$ cat src/rtl/cart_map_pkg.sv
package cart_map_pkg;

  typedef enum logic [1:0] {
    OWN_LOAD    = 2'd0,
    OWN_TO_RUN  = 2'd1,
    OWN_RUN     = 2'd2,
    OWN_TO_LOAD = 2'd3
  } own_state_e;

endpackage

$ cat src/rtl/cmap_owner_seq.sv
module cmap_owner_seq
  import cart_map_pkg::*;
#(
  parameter int GAP_CYCLES = 2
) (
  input  logic clk,
  input  logic rst_n,
  input  logic cfg_we,
  input  logic cfg_run,
  input  logic cfg_hirom,
  output logic load_active,
  output logic run_active,
  output logic hirom
);

  localparam int GAP_W = (GAP_CYCLES < 2) ? 1 : $clog2(GAP_CYCLES);
  localparam logic [GAP_W-1:0] GAP_LAST = GAP_W'(GAP_CYCLES - 1);

  logic [1:0]       rst_sync_q;
  logic             rst_q_n;
  own_state_e       state_q, state_d;
  logic [GAP_W-1:0] cnt_q, cnt_d;
  logic             hirom_q, hirom_d;

  // reset: asserted at once, released after two clocks
  always_ff @(posedge clk or negedge rst_n) begin
    if (!rst_n) rst_sync_q <= 2'b00;
    else        rst_sync_q <= {rst_sync_q[0], 1'b1};
  end
  assign rst_q_n = rst_sync_q[1];

  always_comb begin
    state_d = state_q;
    cnt_d   = cnt_q;
    hirom_d = hirom_q;
    unique case (state_q)
      OWN_LOAD: begin
        if (cfg_we) begin
          hirom_d = cfg_hirom;
          if (cfg_run) begin
            state_d = OWN_TO_RUN;
            cnt_d   = '0;
          end
        end
      end
      OWN_TO_RUN: begin
        if (cnt_q == GAP_LAST) state_d = OWN_RUN;
        else                   cnt_d   = cnt_q + GAP_W'(1);
      end
      OWN_RUN: begin
        if (cfg_we && !cfg_run) begin
          state_d = OWN_TO_LOAD;
          cnt_d   = '0;
        end
      end
      OWN_TO_LOAD: begin
        if (cnt_q == GAP_LAST) state_d = OWN_LOAD;
        else                   cnt_d   = cnt_q + GAP_W'(1);
      end
      default: state_d = OWN_LOAD;
    endcase
  end

  always_ff @(posedge clk or negedge rst_q_n) begin
    if (!rst_q_n) begin
      state_q <= OWN_LOAD;
      cnt_q   <= '0;
      hirom_q <= 1'b0;
    end else begin
      state_q <= state_d;
      cnt_q   <= cnt_d;
      hirom_q <= hirom_d;
    end
  end

  assign load_active = (state_q == OWN_LOAD);
  assign run_active  = (state_q == OWN_RUN);
  assign hirom       = hirom_q;

  AST_RUN_VIA_GAP: assert property (@(posedge clk) disable iff (!rst_q_n)
    (state_q == OWN_RUN && $past(state_q) != OWN_RUN) |-> ($past(state_q) == OWN_TO_RUN));
  AST_LOAD_VIA_GAP: assert property (@(posedge clk) disable iff (!rst_q_n)
    (state_q == OWN_LOAD && $past(state_q) != OWN_LOAD) |-> ($past(state_q) == OWN_TO_LOAD));
  AST_MAP_FROZEN: assert property (@(posedge clk) disable iff (!rst_q_n)
    ($past(state_q) != OWN_LOAD) |-> $stable(hirom_q));

endmodule

$ cat src/rtl/cmap_xlate.sv
module cmap_xlate #(
  parameter int CART_AW = 22,
  parameter int IMG_AW  = 19
) (
  input  logic [CART_AW-1:0] cart_addr,
  input  logic               hirom,
  output logic [IMG_AW-1:0]  img_addr,
  output logic               in_range
);

  localparam int LIN_W = CART_AW;

  logic [LIN_W-1:0] lin_banked, lin_flat, lin;

  // banked layout: bit 15 removed, upper bits shift down by one
  assign lin_banked = {1'b0, cart_addr[CART_AW-1:16], cart_addr[14:0]};
  assign lin_flat   = cart_addr;
  assign lin        = hirom ? lin_flat : lin_banked;

  generate
    if (LIN_W > IMG_AW) begin : g_range
      assign in_range = (lin[LIN_W-1:IMG_AW] == '0);
    end else begin : g_full
      assign in_range = 1'b1;
    end
  endgenerate

  assign img_addr = lin[IMG_AW-1:0];

endmodule

$ cat src/rtl/cmap_chip_dec.sv
module cmap_chip_dec #(
  parameter int IMG_AW  = 19,
  parameter int CHIP_AW = 17,
  localparam int NUM_CHIPS = 2 ** (IMG_AW - CHIP_AW)
) (
  input  logic                 en,
  input  logic [IMG_AW-1:0]    lin,
  output logic [NUM_CHIPS-1:0] sel,
  output logic [CHIP_AW-1:0]   low
);

  localparam int IDX_W = IMG_AW - CHIP_AW;

  assign low = lin[CHIP_AW-1:0];

  generate
    if (NUM_CHIPS == 1) begin : g_single
      assign sel[0] = en;
    end else begin : g_multi
      for (genvar g = 0; g < NUM_CHIPS; g++) begin : g_sel
        assign sel[g] = en && (lin[IMG_AW-1:CHIP_AW] == IDX_W'(g));
      end
    end
  endgenerate

endmodule

$ cat src/rtl/cart_rom_mapper.sv
module cart_rom_mapper #(
  parameter int CART_AW    = 22,
  parameter int IMG_AW     = 19,
  parameter int CHIP_AW    = 17,
  parameter int DW         = 8,
  parameter int GAP_CYCLES = 2,
  localparam int NUM_CHIPS = 2 ** (IMG_AW - CHIP_AW)
) (
  input  logic                 clk,
  input  logic                 rst_n,
  input  logic                 cfg_we,
  input  logic                 cfg_run,
  input  logic                 cfg_hirom,
  input  logic [IMG_AW-1:0]    ld_addr,
  input  logic [DW-1:0]        ld_wdata,
  input  logic                 ld_we,
  input  logic                 ld_re,
  output logic [DW-1:0]        ld_rdata,
  input  logic [CART_AW-1:0]   cart_addr,
  input  logic                 cart_cs_n,
  input  logic                 cart_rd_n,
  input  logic                 cart_wr_n,
  output logic [DW-1:0]        cart_dout,
  output logic                 cart_doe,
  output logic [CHIP_AW-1:0]   ram_addr,
  output logic [NUM_CHIPS-1:0] ram_ce_n,
  output logic                 ram_oe_n,
  output logic                 ram_we_n,
  output logic [DW-1:0]        ram_dq_out,
  output logic                 ram_dq_oe,
  input  logic [DW-1:0]        ram_dq_in,
  output logic                 load_active,
  output logic                 run_active
);

  logic                 hirom;
  logic [IMG_AW-1:0]    c_img;
  logic                 c_in_range;
  logic                 c_read, c_hit;
  logic                 l_acc, l_wr, l_rd;
  logic [NUM_CHIPS-1:0] c_sel, l_sel;
  logic [CHIP_AW-1:0]   c_low, l_low;

  cmap_owner_seq #(.GAP_CYCLES(GAP_CYCLES)) u_owner (
    .clk         (clk),
    .rst_n       (rst_n),
    .cfg_we      (cfg_we),
    .cfg_run     (cfg_run),
    .cfg_hirom   (cfg_hirom),
    .load_active (load_active),
    .run_active  (run_active),
    .hirom       (hirom)
  );

  cmap_xlate #(.CART_AW(CART_AW), .IMG_AW(IMG_AW)) u_xlate (
    .cart_addr (cart_addr),
    .hirom     (hirom),
    .img_addr  (c_img),
    .in_range  (c_in_range)
  );

  // console side: reads only, never a write
  assign c_read = run_active && !cart_cs_n && !cart_rd_n && cart_wr_n;
  assign c_hit  = c_read && c_in_range;

  // loader side: only while it owns the memory
  assign l_wr  = load_active && ld_we;
  assign l_rd  = load_active && ld_re && !ld_we;
  assign l_acc = l_wr || l_rd;

  cmap_chip_dec #(.IMG_AW(IMG_AW), .CHIP_AW(CHIP_AW)) u_cdec (
    .en  (c_hit),
    .lin (c_img),
    .sel (c_sel),
    .low (c_low)
  );

  cmap_chip_dec #(.IMG_AW(IMG_AW), .CHIP_AW(CHIP_AW)) u_ldec (
    .en  (l_acc),
    .lin (ld_addr),
    .sel (l_sel),
    .low (l_low)
  );

  assign ram_ce_n   = ~(c_sel | l_sel);
  assign ram_addr   = run_active ? c_low : l_low;
  assign ram_oe_n   = !(c_hit || l_rd);
  assign ram_we_n   = !l_wr;
  assign ram_dq_oe  = l_wr;
  assign ram_dq_out = ld_wdata;
  assign cart_doe   = c_hit;
  assign cart_dout  = c_hit ? ram_dq_in : '0;
  assign ld_rdata   = l_rd ? ram_dq_in : '0;

  AST_NO_CART_WRITE: assert property (@(posedge clk) disable iff (!rst_n)
    (run_active && !cart_wr_n) |-> (ram_we_n && !cart_doe));
  AST_WE_ONLY_LOADER: assert property (@(posedge clk) disable iff (!rst_n)
    !ram_we_n |-> load_active);
  AST_NO_BUS_FIGHT: assert property (@(posedge clk) disable iff (!rst_n)
    !(cart_doe && ram_dq_oe));
  AST_GAP_QUIET: assert property (@(posedge clk) disable iff (!rst_n)
    (!load_active && !run_active) |-> (&ram_ce_n && !cart_doe && !ram_dq_oe));
  AST_CE_ONEHOT: assert property (@(posedge clk) disable iff (!rst_n)
    $onehot0(~ram_ce_n));
  AST_DOE_HAS_CHIP: assert property (@(posedge clk) disable iff (!rst_n)
    cart_doe |-> (!ram_oe_n && !(&ram_ce_n)));

endmodule

$ cat config.mk
export PLATFORM = sky130hd
export DESIGN_NAME = cart_rom_mapper
export DESIGN_NICKNAME = d
export VERILOG_FILES = /design/src/rtl/cart_map_pkg.sv /design/src/rtl/cmap_owner_seq.sv /design/src/rtl/cmap_xlate.sv /design/src/rtl/cmap_chip_dec.sv /design/src/rtl/cart_rom_mapper.sv
export SDC_FILE = /design/constraint.sdc
export NUM_CORES = 1
export LEC_CHECK = 0
export ABC_AREA = 1
export BUFFER_PORTS_ARGS = -buffer_cell sky130_fd_sc_hd__buf_2
export CORE_AREA = 2 2 68 54
export CTS_BUF_LIST = sky130_fd_sc_hd__clkbuf_8
export CTS_CLUSTER_DIAMETER = 100
export DETAILED_ROUTE_END_ITERATION = 8
export DIE_AREA = 0 0 70 56
export PLACE_DENSITY = 0.76
export SLEW_MARGIN = 30
export SYNTH_ARGS = -nofsm -noshare
export SYNTH_HDL_FRONTEND = slang
export SYNTH_SLANG_ARGS = --single-unit
export TNS_END_PERCENT = 10
$ cat constraint.sdc
create_clock -name clk -period 1.4 [get_ports clk]
set_clock_uncertainty 0.1 [all_clocks]
set_input_delay 0.14 -clock clk [delete_from_list [all_inputs] [get_ports clk]]
set_output_delay 0.14 -clock clk [all_outputs]
set_load 0.02 [all_outputs]
* Word level (Yosys, flattened, before mapping)
Cells that the tools add are included.
** Operators by class
- Add/subtract/negate cells :: 1
- Equal/unequal tests :: 14
- Mux-type cells :: 15
- Bitwise logic cells :: 2
- Reduce and logical (&&, ||, !) cells :: 32
** Operators with widths (count)
- $mux W22 :: 1
- $mux W17 :: 1
- $logic_and A1 B1 Y1 :: 16
- $mux W8 :: 2
- $eq A2 B2 Y1 const B :: 6
- $mux W2 :: 5
- $pmux W2 S4 :: 1
- $eq A2 B1 Y1 const B :: 3
- $logic_not A1 Y1 :: 6
- $logic_not A2 Y1 :: 3
- $ne A2 B1 Y1 const B :: 3
- $reduce_and A5 Y1 :: 1
- $mux W1 :: 4
- $ne A2 B2 Y1 const B :: 2
- $not A4 Y4 :: 1
- $or A4 B4 Y4 :: 1
- $logic_not A3 Y1 :: 1
- $pmux W1 S3 :: 1
- $reduce_and A3 Y1 :: 1
- $logic_or A1 B1 Y1 :: 2
- $reduce_and A2 Y1 :: 1
- $reduce_or A2 Y1 :: 1
- $add A1 B1 Y1 const B :: 1
** Word-level totals
- Bits in registers :: 6
- Input port bits :: 67
- Output and inout port bits :: 51
- Logic and storage cells :: 68

* Longest topological paths before layout
Gate-level depths: netlist of run 1.
- Depth after elaboration :: 8
- Depth in mapped cells :: 8
- Mapped depth without buffers :: 8

* Cells and area by module
Synthesis of run 1 repeated with hierarchy kept, for this count alone.
** Unflattened totals
- Cell total of the unflattened synthesis :: 222
- Area total of the unflattened synthesis :: 1460.2 sq um
** By module, submodules not included
- cart_rom_mapper :: times used 1, cells each 103, area an instance 609.3 sq um, sequential area each 0.0 sq um
- cmap_owner_seq :: times used 1, cells each 37, area an instance 344.1 sq um, sequential area each 150.1 sq um
- cmap_chip_dec :: times used 2, cells each 25, area an instance 157.7 sq um, sequential area each 0.0 sq um
- cmap_xlate :: times used 1, cells each 32, area an instance 191.4 sq um, sequential area each 0.0 sq um

* Worst setup path before layout of run 1
OpenSTA, ideal clock, no wires.
- Kind :: reg-to-output
- Start point :: register u_owner.state_q[0]
- End point :: output port ram_addr[15]
- Arrival time :: 1.552 ns
- Data required time :: 1.160 ns
- Setup slack :: -0.392 ns
- Cell stages (with the launch flop) :: 6
- Path buffers :: 1
- Cell sequence :: dfrtp_1 inv_1 ha_1 buf_4 o21ai_0 o21ai_0
** Between the ends
- Longest elaborated chain between the ends :: 2
** Ends and longest elaborated chain
- from (decl) :: RTL line cmap_owner_seq.sv:21 : own_state_e state_q, state_d;
- from (signal assigned) :: RTL line cmap_owner_seq.sv:70 : state_q <= state_d;
- $eq A2 B2 Y1 :: RTL line cmap_owner_seq.sv:77 : assign run_active = (state_q == OWN_RUN);
- net run_active :: RTL line cart_rom_mapper.sv:33 : output logic run_active
- $mux W17 :: RTL line cart_rom_mapper.sv:86 : assign ram_addr = run_active ? c_low : l_low;
- to (decl) :: RTL line cart_rom_mapper.sv:25 : output logic [CHIP_AW-1:0] ram_addr,
The timed path passes the listed nets, and every way through them passes these cells.

* Final worst setup path of run 1
- Start point :: register u_owner.state_q[1]
- End point :: output port ram_oe_n
** Between the ends
- Longest elaborated chain between the ends :: 7
- Elaborated cells on any way between the ends :: 10
- Those cells by class :: eq/ne (1); reduce/logical (9)
** Ends and longest elaborated chain
- $eq A2 B2 Y1 :: RTL line cmap_owner_seq.sv:77
- $logic_and A1 B1 Y1 (3 in a row) :: RTL line cart_rom_mapper.sv:63 : assign c_read = run_active && !cart_cs_n && !cart_rd_n && cart_wr_n;
- $logic_and A1 B1 Y1 :: RTL line cart_rom_mapper.sv:64 : assign c_hit = c_read && c_in_range;
- $logic_or A1 B1 Y1 (*) :: RTL line cart_rom_mapper.sv:87 : assign ram_oe_n = !(c_hit || l_rd);
- $logic_not A1 Y1 (*) :: RTL line cart_rom_mapper.sv:87
- to (decl) :: RTL line cart_rom_mapper.sv:27 : output logic ram_oe_n,
Mark *: on every way between the ends. The rest lies on a longest branch, timed or not.

==> metrics.md, run 1 <==
| Metric | Value |
|---|---|
| Mux cell area share after synthesis | 0% |
| Via/cell ratio | 4.35 |
| Avg WL per Cell | 11.6 um |
| Root Buffer | clkbuf_8 |
| First-pass GRT wire length | 5960 um |
| Final Power | 3.41 mW |
| GRT Overall Usage | 18.2% |
| Die width | 70 um |
| H-Tree Depth | 1 |
| Most common cell after layout, fill and taps aside | nand2_1 |
| Yosys top cell area share | 33.5% |
| Final hold vios | 0 |
| Post-Synthesis Cells | 184 |
| Fmax | 563 MHz |
| Post-route DRC | 0 |
| Initial antenna violation count | 0 |
| Max rail drop VDD | 0.000895 V |
| Seq/Total Area, Yosys | 16.1% |
| Crit path DAT | 1.54 ns |
| Critical Path RT | 1.16 ns |
| Die H | 56 um |
| Most frequent cells in the layout | 79 x nand2_1, 59 x buf_2, 31 x buf_6 |
| Largest net degree at the start of global routing | 11 |
| Die Area | 3920 um^2 |
| Std-Cell Rows | 18 |
| Synth Register Bits | 6 |
| Adder-Cell Fraction of Synth Area | 5.38% |
| First-pass DRT Iterations | 3 |
| Post-Synth XOR/XNOR Area | 0% |
| Startpoint Class | flop |
| Clock transition at path regs | 0.04 ns |
| YS warnings | 0 |
| Synthesized net count | 255 |
| Port Buffers | 101 |
| DP HPWL | 2780 um |
| Cell Chain, Critical Path | ha_4, nand2_2, nor2_2, nand2_2, buf_12, inv_1, nor2_1, buf_4 |
| Post-synth cell types | 19 |
| Top post-synthesis cells by area | nand2_1 33%, dfrtp_1 16%, nor2_1 12% |
| CTS tree | done |
| Period utilization | 127% |
| Syn-to-layout area delta | 121% |
| Starting Density | 29.1% |
| Mean Syn Cell Area | 5.06 um^2 |
| Core area | 3200 um^2 |
| CP Class | reg2out |
| Status | complete, but fails checks |
| Routability cong. | 0.864 |
| TritonCTS Buffers | 3 |
| Max-Cap Viols | 0 |
| Top delay family on crit path | flip-flops |
| Final WS setup | -0.378 ns |
| I/O pin cnt | 118 |
| Main combinational cell family by area after synthesis | simple AND/OR/NAND/NOR gates |
| Clock sinks | 6 |
| Crit-path max cell delay | 0.43 ns |
| Longest Clk Path Bufs | 2 |
| N_diodes | 0 |
| Max FO, Critical Path | 7 |
| RSZ-0062 raised after global routing | yes |
| Synth area leader | nand2_1 |
| Violated checks | setup timing |
| Fin nets | 370 |
| Final Setup Violations | 45 |
| Setup TNS | -11.73 ns |
| Worst Setup End Kind | primary output |
| Latest clock arrival within the worst-skew pair | 0.22 ns |
| Slew Limit Fails | 0 |
| Simple logic cell fraction of the synthesized area | 53.5% |
| Cell mode on critical path | nand2_2 |
| Buffers & Inverters on Critical Path | 3 |
| Post-synthesis cell area | 931 um^2 |
| CP max stage cell | dfrtp_2 |
| Vias in the first global route | 1400 |
| Routed WL | 3930 um |
| Routed via count | 1465 |
| Post-route ant nets | 0 |
| GR Overflow Total | 0 |
| Iter 0 DRT Violations | 52 |
| P_leak | 1.19 nW |
| Synth Area in Compound Gates | 4.30% |
| Share of layout cells above drive strength 1 | 55.9% |
| Final min period | 1.78 ns |
| Worst hold path class | in2reg |
| Pwr Density | 1660 nW/um^2 |
[routing by layer]
layer / share of wire [%] / routed length [um] / global-route usage (%)
met1: 36 / 1430 / 19.8
met2: 54 / 2140 / 34.1
met3: 7.2 / 282 / 5.07
met4: 2.0 / 79 / 5.22
met5: 0 / 0 / 0
[timing repair]
action,in CTS,in global routing
endpoints found under the setup margin,45,45
endpoints found under the hold margin,6,0
buffers inserted,1,0
pin swaps,8,5
gates resized for setup,70,35
hold buffers,2,0
cloned,1,0
[synthesized netlist by cell type, drive strengths merged]
cell / count
nor3: 4
inv: 27
nand4: 1
a21oi: 1
nor2: 34
nand2: 84
o21ai: 7
ha: 4
or2: 1
conb: 1
buf: 12
nand3: 2
dfrtp: 6
[cells by family after synthesis]
family | Yosys count
AOI/OAI and AO/OA | 8
adders and majority gates | 4
buffers and inverters | 39
DFF | 6
other | 1
and+or+nand+nor | 126
[power breakdown]
group	internal, mW	switching (mW)
sequential	0.237	0.0481
combinational	1.35	1.52
clock	0.184	0.0722
total	1.77	1.64
[worst paths after layout]
kind                                                 start                         endpoint  slack [ns]  depth (start not counted)
setup / recovery            u_owner.state_q[1]$_DFFE_PN0P_                         ram_oe_n       -0.38                          8
hold / removal                                   cfg_hirom        u_owner.hirom$_DFFE_PN0P_        0.08                          3
setup reg to reg            u_owner.state_q[0]$_DFFE_PN0P_   u_owner.state_q[0]$_DFFE_PN0P_       -0.11                         10
hold reg to reg            u_owner.rst_sync_q[0]$_DFF_PN0_  u_owner.rst_sync_q[1]$_DFF_PN0_        0.25                          0
max in group asynchronous  u_owner.rst_sync_q[1]$_DFF_PN0_   u_owner.state_q[1]$_DFFE_PN0P_        0.52                          1
min in group asynchronous                            rst_n  u_owner.rst_sync_q[0]$_DFF_PN0_        0.14                          2
[flip-flops by register name (all words and copies together) (netlist names)]
register            cells
u_owner.cnt_q           1
u_owner.hirom           1
u_owner.rst_sync_q      2
u_owner.state_q         2
[final cells by class]
| cell class | count | area, um^2 |
|---|---|---|
| clock buffers | 3 | 41.3 |
| inverters | 27 | 111 |
| well taps | 40 | 50.0 |
| repair buffers | 122 | 945 |
| fillers | 267 | 1140 |
| flip-flops and latches | 6 | 151 |
| multi-input cells | 139 | 757 |
[worst min-delay path: cells and delay by family]
kind,cells,cell delay [ns]
buffers and inverters,1,0.07
AOI/OAI and AO/OA,1,0.11
and+or+nand+nor,1,0.03
[per-stage QoR]
step	std cells	util [%]	hold WS (ns)	area (um^2)	setup slack, ns
floorplan	184	-	-0.256	1020	-0.183
global placement	330	51.7	-0.174	1650	-0.176
detailed placement	330	51.7	-0.172	1650	-0.222
CTS	337	61.2	0.0930	1960	-0.361
global route	337	64.3	0.111	2060	-0.444
finish	337	64.3	0.0843	2060	-0.378
Note: power is estimated with default switching activity, not from simulation.
==> run 2, diff against run 1 <==
- RECOVER_POWER: unset -> 100
==> metrics.md, run 2 (synthesized netlist as in run 1, its figures left out) <==
| Metric | Value |
|---|---|
| Status | complete, but fails checks (unchanged) |
| Violated checks | setup timing (unchanged) |
| Final Util | 64.2% (was 64.3%) |
| Initial antenna violation count | 0 (unchanged) |
| Die width | 70 um (unchanged) |
| CP endpoint | ram_oe_n (unchanged) |
| Port Buffers | 101 (unchanged) |
| Clock sinks | 6 (unchanged) |
| CP max stage cell | dfrtp_2 (unchanged) |
| CTS tree | done (unchanged) |
| Period utilization | 127% (about the same) |
| GR Overflow Total | 0 (unchanged) |
| Std-Cell Rows | 18 (unchanged) |
| Max rail drop VDD | 0.000894 V (was 0.000895 V) |
| I/O pin cnt | 118 (unchanged) |
| Max-Cap Viols | 0 (unchanged) |
| Max FO, Critical Path | 7 (unchanged) |
| Crit path launch | u_owner.state_q[1]$_DFFE_PN0P_ (unchanged) |
| CP Class | reg2out (unchanged) |
| First-pass GRT wire length | 5960 um (unchanged) |
| Root Buffer | clkbuf_8 (unchanged) |
| Routed WL | 3930 um (unchanged) |
| Die H | 56 um (unchanged) |
| Longest Clk Path Bufs | 2 (unchanged) |
| Routability cong. | 0.864 (unchanged) |
| Routed via count | 1465 (unchanged) |
| Final Power | 3.41 mW (about the same) |
| Largest net degree at the start of global routing | 11 (unchanged) |
| Final WS setup | -0.378 ns (about the same) |
| N_diodes | 0 (unchanged) |
| Fmax | 563 MHz (about the same) |
| Avg WL per Cell | 11.6 um (unchanged) |
| Via/cell ratio | 4.35 (unchanged) |
| Fin nets | 370 (unchanged) |
| Final Setup Violations | 45 (unchanged) |
| Worst hold path class | in2reg (unchanged) |
| Critical R2R Capture | u_owner.state_q[0]$_DFFE_PN0P_ (unchanged) |
| GRT Overall Usage | 18.2% (unchanged) |
| DP HPWL | 2780 um (unchanged) |
| Setup TNS | -11.74 ns (was -11.73 ns) |
| Hold_sp | cfg_hirom (unchanged) |
| Clock transition at path regs | 0.04 ns (about the same) |
| Cell Chain, Critical Path | ha_4, nand2_2, nor2_2, nand2_2, buf_12, inv_1, nor2_1, buf_4 (unchanged) |
| Core area | 3200 um^2 (unchanged) |
| Slew Limit Fails | 0 (unchanged) |
| Biggest regs | u_owner.rst_sync_q x2, u_owner.state_q x2 (unchanged) |
| Pwr Density | 1660 nW/um^2 (about the same) |
| Final hold vios | 0 (unchanged) |
| First-pass DRT Iterations | 3 (unchanged) |
| Iter 0 DRT Violations | 52 (unchanged) |
| Most common cell after layout, fill and taps aside | nand2_1 (unchanged) |
| Buffers & Inverters on Critical Path | 3 (unchanged) |
| RSZ-0062 raised after global routing | yes (unchanged) |
| Vias in the first global route | 1400 (unchanged) |
| Die Area | 3920 um^2 (unchanged) |
| Worst Setup End Kind | primary output (unchanged) |
| H-Tree Depth | 1 (unchanged) |
| Reg2reg setup slack | -0.11 ns (about the same) |
| Share of layout cells above drive strength 1 | 55.6% (was 55.9%) |
| TritonCTS Buffers | 3 (unchanged) |
| Cells on worst reg2reg path | 10 (unchanged) |
| Critical Path RT | 1.16 ns (about the same) |
| Post-route ant nets | 0 (unchanged) |
| Top delay family on crit path | flip-flops (unchanged) |
| WP depth | 8 (unchanged) |
| Most frequent cells in the layout | 79 x nand2_1, 58 x buf_2, 31 x buf_6 (was 79 x nand2_1, 59 x buf_2, 31 x buf_6) |
| Crit path DAT | 1.54 ns (about the same) |
| P_leak | 1.19 nW (about the same) |
| Syn-to-layout area delta | 121% (about the same) |
| Starting Density | 29.1% (unchanged) |
| Post-route DRC | 0 (unchanged) |
| R2r startpoint | u_owner.state_q[0]$_DFFE_PN0P_ (unchanged) |
| Latest clock arrival within the worst-skew pair | 0.22 ns (about the same) |
| Cell mode on critical path | nand2_2 (unchanged) |
| Final min period | 1.78 ns (about the same) |
| Startpoint Class | flop (unchanged) |
| Crit-path max cell delay | 0.43 ns (about the same) |
| Worst hold slack | 0.0845 ns (was 0.0843 ns) |
| Dpl ws | -0.222 ns (unchanged) |
run 2: cell count changes in the layout (fill, tap and decap cells not counted), sizes merged:
cell / previous run / this run
clkbuf: 4 / 5
buf: 119 / 118
run 2: metrics by stage:
step / cell area (um^2) / instances
2_1_floorplan: 1020 / 184
3_3_place_gp: 1650 / 330
3_5_place_dp: 1650 / 330
4_1_cts: 1960 / 337
5_1_grt: 2050 / 337
6_report: 2050 / 337
run 2: cell type report:
type | instances | area (um^2)
Clock buffer | 3 | 41.3
Fill cell | 268 | 1140
Inverter | 27 | 111
Multi-Input combinational cell | 139 | 757
Sequential cell | 6 | 151
Tap cell | 40 | 50.0
Timing Repair Buffer | 122 | 943
run 2: worst min path at each step:
stage | endpoint | cells after the start
final | u_owner.hirom$_DFFE_PN0P_ | 3
after global routing | u_owner.hirom$_DFFE_PN0P_ | 3
after CTS | u_owner.hirom$_DFFE_PN0P_ | 3
after detailed placement | u_owner.rst_sync_q[0]$_DFF_PN0_ | 1
after global placement | u_owner.rst_sync_q[0]$_DFF_PN0_ | 1
after floorplan | u_owner.rst_sync_q[0]$_DFF_PN0_ | 0
run 2: where the power goes:
group	switching [mW]	internal (mW)
clock	0.0720	0.184
sequential	0.0481	0.237
combinational	1.52	1.35
run 2: timing repair:
action / 4_1_cts / 5_1_grt
hold buffers: 2 / 0
pin swaps: 8 / 5
buffers inserted: 1 / 0
hold endpoints to repair: 6 / 0
gates resized for setup: 70 / 35
cloned: 1 / 0
endpoints found under the setup margin: 45 / 45
run 2: worst register-to-register path, delay by kind of cell (launching register included):
family                     cells  cell delay (ns)
buffers and inverters          4             0.41
DFF                            1             0.36
and+or+nand+nor                5             0.36
adders and majority gates      1             0.17
run 2: per-layer routing:
layer  wire length [um]  GRT usage, %  vias to the layer above
met1               1430          19.8                      634
met3                282          5.07                        8
li1                   -             -                      765
met2               2140          34.1                       58
met4                 79          5.22                        0
met5                  0             0                        -
